## src/rtl/rhc_pkg.sv

```systemverilog
package rhc_pkg;

    typedef struct packed {
        logic [31:0] trig;
        logic [31:0] upper;
        logic [31:0] resume;
    } levels_t;

    function automatic logic at_or_above(input logic [31:0] cnt, input logic [31:0] lvl);
        return cnt >= lvl;
    endfunction

endpackage

```

## src/rtl/rhc_level_map.sv

```systemverilog
module rhc_level_map
    import rhc_pkg::*;
#(
    parameter int unsigned DEPTH = 128,
    parameter int unsigned LVL0  = 8,
    parameter int unsigned LVL1  = 16,
    parameter int unsigned LVL2  = 56,
    parameter int unsigned LVL3  = 60
) (
    input  logic [1:0] sel,
    output levels_t    lv
);
    always_comb begin
        unique case (sel)
            2'd0:    lv = '{trig: 32'(LVL0), upper: 32'(LVL1),  resume: 32'd1};
            2'd1:    lv = '{trig: 32'(LVL1), upper: 32'(LVL2),  resume: 32'(LVL0)};
            2'd2:    lv = '{trig: 32'(LVL2), upper: 32'(LVL3),  resume: 32'(LVL1)};
            default: lv = '{trig: 32'(LVL3), upper: 32'(DEPTH), resume: 32'(LVL2)};
        endcase
    end
endmodule

```

## src/rtl/rhc_halt_track.sv

```systemverilog
module rhc_halt_track
    import rhc_pkg::*;
(
    input  logic        clk,
    input  logic        rst,
    input  logic        en,
    input  logic [31:0] cnt,
    input  levels_t     lv,
    output logic        halt_nxt
);
    logic halted_q;

    always_comb begin
        if (!en)                           halt_nxt = 1'b0;
        else if (at_or_above(cnt, lv.upper)) halt_nxt = 1'b1;
        else if (!at_or_above(cnt, lv.resume)) halt_nxt = 1'b0;
        else                               halt_nxt = halted_q;
    end

    always_ff @(posedge clk) begin
        if (rst) halted_q <= 1'b0;
        else     halted_q <= halt_nxt;
    end
endmodule

```

## src/rtl/rhc_out_stage.sv

```systemverilog
module rhc_out_stage
    import rhc_pkg::*;
(
    input  logic        clk,
    input  logic        rst,
    input  logic        en,
    input  logic        sw_rts_n,
    input  logic        halt_nxt,
    input  logic [31:0] cnt,
    input  levels_t     lv,
    output logic        rts_n,
    output logic        irq
);
    always_ff @(posedge clk) begin
        if (rst) begin
            rts_n <= 1'b1;
            irq   <= 1'b0;
        end else begin
            rts_n <= en ? halt_nxt : sw_rts_n;
            irq   <= en && at_or_above(cnt, lv.trig);
        end
    end
endmodule

```

## src/rtl/rhc_auto_rts.sv

```systemverilog
module rhc_auto_rts
    import rhc_pkg::*;
#(
    parameter int unsigned DEPTH = 128,
    parameter int unsigned LVL0  = 8,
    parameter int unsigned LVL1  = 16,
    parameter int unsigned LVL2  = 56,
    parameter int unsigned LVL3  = 60,
    parameter int unsigned CNT_W = $clog2(DEPTH + 1)
) (
    input  logic             clk,
    input  logic             rst,
    input  logic             rts_auto_en,
    input  logic [1:0]       trig_sel,
    input  logic [CNT_W-1:0] rx_count,
    input  logic             sw_rts_n,
    output logic             rts_n,
    output logic             rx_trig_irq
);
    levels_t     lv;
    logic        halt_nxt;
    logic [31:0] cnt32;

    assign cnt32 = 32'(rx_count);

    rhc_level_map #(.DEPTH(DEPTH), .LVL0(LVL0), .LVL1(LVL1), .LVL2(LVL2), .LVL3(LVL3)) u_map (
        .sel (trig_sel),
        .lv  (lv)
    );

    rhc_halt_track u_halt (
        .clk      (clk),
        .rst      (rst),
        .en       (rts_auto_en),
        .cnt      (cnt32),
        .lv       (lv),
        .halt_nxt (halt_nxt)
    );

    rhc_out_stage u_out (
        .clk      (clk),
        .rst      (rst),
        .en       (rts_auto_en),
        .sw_rts_n (sw_rts_n),
        .halt_nxt (halt_nxt),
        .cnt      (cnt32),
        .lv       (lv),
        .rts_n    (rts_n),
        .irq      (rx_trig_irq)
    );
endmodule

```

## config.mk

```make
export PLATFORM = sky130hd
export DESIGN_NAME = rhc_auto_rts
export DESIGN_NICKNAME = d
export VERILOG_FILES = /design/src/rtl/rhc_pkg.sv /design/src/rtl/rhc_level_map.sv /design/src/rtl/rhc_halt_track.sv /design/src/rtl/rhc_out_stage.sv /design/src/rtl/rhc_auto_rts.sv
export SDC_FILE = /design/constraint.sdc
export NUM_CORES = 1
export LEC_CHECK = 0
export ABC_AREA = 1
export BUFFER_PORTS_ARGS = -buffer_cell sky130_fd_sc_hd__buf_2
export CAP_MARGIN = 30
export CORE_AREA = 5 5 42 44
export DETAILED_ROUTE_END_ITERATION = 6
export DIE_AREA = 0 0 47 49
export PLACE_DENSITY = 0.71
export SLEW_MARGIN = 5
export SYNTH_ARGS = -nofsm -noshare
export SYNTH_HDL_FRONTEND = slang
export SYNTH_SLANG_ARGS = --single-unit
export TNS_END_PERCENT = 100
```

## constraint.sdc

```tcl
create_clock -name clk -period 1.7 [get_ports clk]
set_input_delay 0.17 -clock clk [delete_from_list [all_inputs] [get_ports clk]]
set_output_delay 0.17 -clock clk [all_outputs]
set_load 0.01 [all_outputs]
```

## Yosys cells after proc, flatten, opt, wreduce, memory -nomap -nowiden

Cells that the tools add are included.

| storage, ports and cells | value |
|---|---|
| register bits | 3 |
| bits of input ports | 14 |
| logic and storage cells | 15 |
| output and inout port bits | 2 |
| bits in latches | 0 |
| memories kept | 0 |
| RAM bits | 0 |
| memory bits (read-only) | 0 |

| cells by class | value |
|---|---|
| bitwise operators | 0 |
| mux-type cells | 5 |
| shifts and indexed selects | 0 |
| magnitude comparators | 3 |
| equal/unequal tests | 2 |
| multiply operators | 0 |
| div/mod/pow operators | 0 |
| reduce and logical (&&, ||, !) cells | 2 |
| $add $sub $neg | 0 |

Operators by type and width:

| operator | count |
|---|---|
| case mux 70 bit (3 select lines) | 1 |
| greater-or-equal comparator 8 x 32 -> 1 bit | 2 |
| greater-or-equal comparator 8 x 6 -> 1 bit | 1 |
| two-way mux 1 bit | 4 |
| == test 2 x 1 -> 1 bit, second input constant | 1 |
| == test 2 bit, second input constant | 1 |
| logical NOT 2 bit | 1 |
| logical AND 1 bit | 1 |

## Longest topological paths before layout

| logic depth | value |
|---|---|
| depth after elaboration | 7 |
| depth in mapped cells | 14 |
| gate-level depth less buffers | 14 |

## Modules after synthesis

From an unflattened synthesis, not the netlist that was laid out.

| unflattened totals | value |
|---|---|
| cell total of the unflattened synthesis | 556 |
| area total of the unflattened synthesis | 3534.6 um^2 |

Modules (own cells, without submodules):

| module | area an instance (um^2) | times used | cells an instance | sequential area each (um^2) |
|---|---|---|---|---|
| rhc_halt_track | 1798.0 | 1 | 295 | 20.0 |
| rhc_out_stage | 950.9 | 1 | 155 | 40.0 |
| rhc_level_map | 782.0 | 1 | 105 | 0.0 |
| rhc_auto_rts | 3.8 | 1 | 1 | 0.0 |

## Least setup slack after synthesis

OpenSTA, ideal clock, no wires.

| timing path | value |
|---|---|
| path kind | input to register |
| start | input port trig_sel[1] |
| end | register u_out.rts_n |
| setup time | 0.115 ns |
| stages on the path | 12 |
| path buffers | 0 |
| required time | 1.585 ns |
| setup slack | 0.278 ns |
| arrival time | 1.307 ns |
| cell sequence | inv_1 > ha_1 > inv_1 > ha_1 > nand3_1 > nand2_1 > nand2_1 > nand3_2 > nor2_2 > nand2_1 > nand2_1 > nand2_1 |

| between the ends | value |
|---|---|
| cells in the longest elaborated chain, start to end | 7 |
| elaborated cells on any way between the ends | 10 |
| those cells by class | 2 x order compare; 2 x eq/ne; 5 x mux; 1 x reduce/logical |

RTL lines:

| element | line | source |
|---|---|---|
| start, declared | rhc_auto_rts.sv:14 | `input logic [1:0] trig_sel,` |
| == test 2 bit (tied with other cells) | rhc_level_map.sv:14 | `unique case (sel)` |
| case mux 70 bit (3 select lines) (*) | rhc_level_map.sv:14 |  |
| greater-or-equal comparator 8 x 32 -> 1 bit | rhc_pkg.sv:10 | `return cnt >= lvl;` |
| two-way mux 1 bit | rhc_halt_track.sv:16 | `else if (!at_or_above(cnt, lv.resume)) halt_nxt = 1'b0;` |
| two-way mux 1 bit (*) | rhc_halt_track.sv:15 | `else if (at_or_above(cnt, lv.upper)) halt_nxt = 1'b1;` |
| two-way mux 1 bit (*) | rhc_halt_track.sv:14 | `if (!en) halt_nxt = 1'b0;` |
| two-way mux 1 bit (*) | rhc_out_stage.sv:19 | `rts_n <= en ? halt_nxt : sw_rts_n;` |
| end signal, assigned | rhc_out_stage.sv:19 |  |
| end, declared | rhc_out_stage.sv:11 | `output logic rts_n,` |

Mark *: on every way between the ends. The rest lies on a longest branch, timed or not.
A chain may end at the register's enable or synchronous reset.

## Worst setup path in the final report

| timing path | value |
|---|---|
| start | input port trig_sel[0] |
| end | register u_out.rts_n |

Same word-level chain as after synthesis.

==> impl_metrics.csv <==
group,metric,value,unit
status,status,"complete, no violations",
layout,drive_gt1_frac,0.252,
sta,hold_slack,134,ps
yosys,syn_inst,100,
global_route,antenna_found_initial,0,
clock_network,clockBufferDepth,2,
clock_network,numClockSinks,3,
clock_network,cts-root-buf,"clkbuf_4",
clock_network,cts-buffers-inserted,3,
layout,fin_nets,149,
layout,multi_input_area,470,µm²
yosys,synth_area_leaders,"ha_1 31%, nand2_1 15%, inv_1 12%",
yosys,yosys_warnings,0,
sta,slew_viol_final,0,
sta,finalCritPeriodShare,0.827,
yosys,avgSynthCellArea,6.13,µm²
drt,drtAntennaViolNets,0,
run,maxCapViolCount,0,
yosys,synth_top_area_frac,0.306,
sta,rsz0062_at_grt,"no",
placed_design,gp_congestion,0.769,
min_path,hold_class,"in -> reg",
sta,fin_crit,1410,ps
placed_design,pre_cts_slack,45.6,ps
pwr,power.internal,0.227,mW
pwr,swShare,0.357,
yosys,seq_area_frac_synth,0.0980,
global_route,overflow,0,
yosys,synth_nets,129,
drt,firstDrtPassIters,2,
layout,regArea,60.1,µm²
pwr,power_frac_comb,0.424,
sta,maxSlewHeadroom,0.890,
worst_setup_path,critPathRequiredTime,1830,ps
worst_setup_path,crit_arrival,1530,ps
worst_setup_path,cp_max_fo,5,
sta,setup_tns,0,ps
layout,area_growth,19.8,%
yosys,ys_ff_latch,3,
clock_network,cts_tree,"done",
yosys,synth_top_family_by_area,"simple AND/OR/NAND/NOR gates",
drt,via_count,622,
drt,wl_per_cell,8.91,µm
placed_design,hpwl,1120,µm
yosys,muxShareOfSynthArea,0,
placed_design,port_buffers,15,
yosys,synth-simple-area-share,0.433,
yosys,synth_cell_type_count,17,
pwr,p_clk_frac,0.358,
pwr,power_density,481,nW/µm²
yosys,synth_top_area_cell,"ha_1",
drt,vias_per_cell,4.61,
die,die_y,49,µm
pwr,p_sw,0.126,mW
sta,setup_violations,0,
sta,clock_skew,1.86,ps
die,die_area,2300,µm²
yosys,synthAdderAreaFrac,0.306,
pwr,peakVddDrop,0.000217,V
clock_network,clk_latency,230,ps
layout,n_antenna_cell,0,
global_route,grt_max_degree,6,
drt,drt-initial-drc-count,6,
global_route,grt_pass1_wl,2150,µm
layout,num-fill-cells,150,
clock_network,htreeDepth,1,
worst_setup_path,cp-end-kind,"register",
die,die_w,47,µm
worst_setup_path,startpoint_type,"input pin",
drt,wl,1200,µm
die,ios,16,
die,core,1400,µm²
die,std_cell_rows,14,
layout,final_cell_mix,"25 x nand2_1, 19 x inv_1, 15 x ha_1, 15 x buf_2, 13 x nor2_1",
sta,fmax,0.712,GHz
yosys,synthXorXnorAreaFrac,0,
yosys,synthesis.area,613,µm²
pwr,seqPwrFrac,0.218,
sta,setup_ws,295,ps
global_route,track_usage,0.121,
pwr,power_leakage,0.442,nW
worst_setup_path,critical_path_class,"in -> reg",
layout,final_common_cell,"nand2_1",
clock_network,holdBufCountCts,0,
yosys,synth_compound_area_frac,0.0286,
sta,tightest_slew,163,ps
global_route,grt_pass1_vias,568,
drt,route.detailed.drc,0,
clock_network,post_cts_resize_count,0,
sta,hold_viol,0,
clock_network,clk_pin_slew_worst_paths,40,ps
die,start_util,0.437,
clock_network,post_cts_buffers,0,
[Yosys cell counts]
master    instances
nand2_1          25
ha_1             15
nor2_2            2
nand4_1           3
inv_2             3
inv_1            19
or2_2             1
and2_1            1
nand3_1           6
nor3_2            1
dfxtp_1           3
a21boi_1          1
nor2_1           13
nand2_2           3
a21oi_1           1
nand3_2           2
o21ai_0           1
[final timing paths]
path              slack, ps             from  depth (start not counted)              end
setup / recovery        290      trig_sel[0]                         13      u_out.rts_n
hold / removal          130              rst                          3      u_out.rts_n
setup reg to reg       1080  u_halt.halted_q                          4      u_out.rts_n
hold reg to reg         480  u_halt.halted_q                          2  u_halt.halted_q
[power by group through the flow]
stage	clock (mW)	combinational, mW	sequential, mW
after floorplan	0	0.102	0.0799
after global placement	0	0.148	0.0780
after detailed placement	0	0.152	0.0780
after CTS	0.131	0.152	0.0771
after global routing	0.136	0.177	0.0775
final	0.126	0.150	0.0770
[through the flow]
step / power (mW) / instance area (µm²) / util / cells
floorplan: 0.182 / 613 / - / 100
global placement: 0.226 / 708 / 0.505 / 131
detailed placement: 0.230 / 708 / 0.505 / 131
CTS: 0.361 / 734 / 0.524 / 135
global route: 0.390 / 734 / 0.524 / 135
finish: 0.353 / 734 / 0.524 / 135
[flip-flops by register name, summed over array words and instances (netlist names)]
signal           flops
u_halt.halted_q      1
u_out.irq            1
u_out.rts_n          1
[critical path, stage by stage]
cell,delay (ps)
buf_2,130
inv_1,70
ha_1,270
inv_1,50
ha_1,300
nand3_1,90
nand2_1,50
nand2_1,60
nand3_2,70
nor2_2,120
nand2_1,60
nand2_1,50
nand2_1,40
[cell families (layout without fill, tap and decap cells)]
logic type                 count (synthesis)  count (layout)
buffers and inverters                     22              41
DFF                                        3               3
and+or+nand+nor                           57              57
adders and majority gates                 15              15
AOI/OAI and AO/OA                          3               3
[area by class of cell]
cell class / instances / area share
clock buffer: 4 / 0.0358
inverter: 22 / 0.112
multi-input combinational: 75 / 0.641
sequential: 3 / 0.0818
tap: 16 / 0.0273
timing repair buffer: 15 / 0.102
[metal layers]
layer,routed length (µm),GRT usage,vias to the layer above
met2,640,0.217,9
met1,497,0.137,267
met5,0,0,-
met3,65,0.0295,0
met4,0,0.0276,0
li1,-,-,346
(Power assumes the default switching activity.)
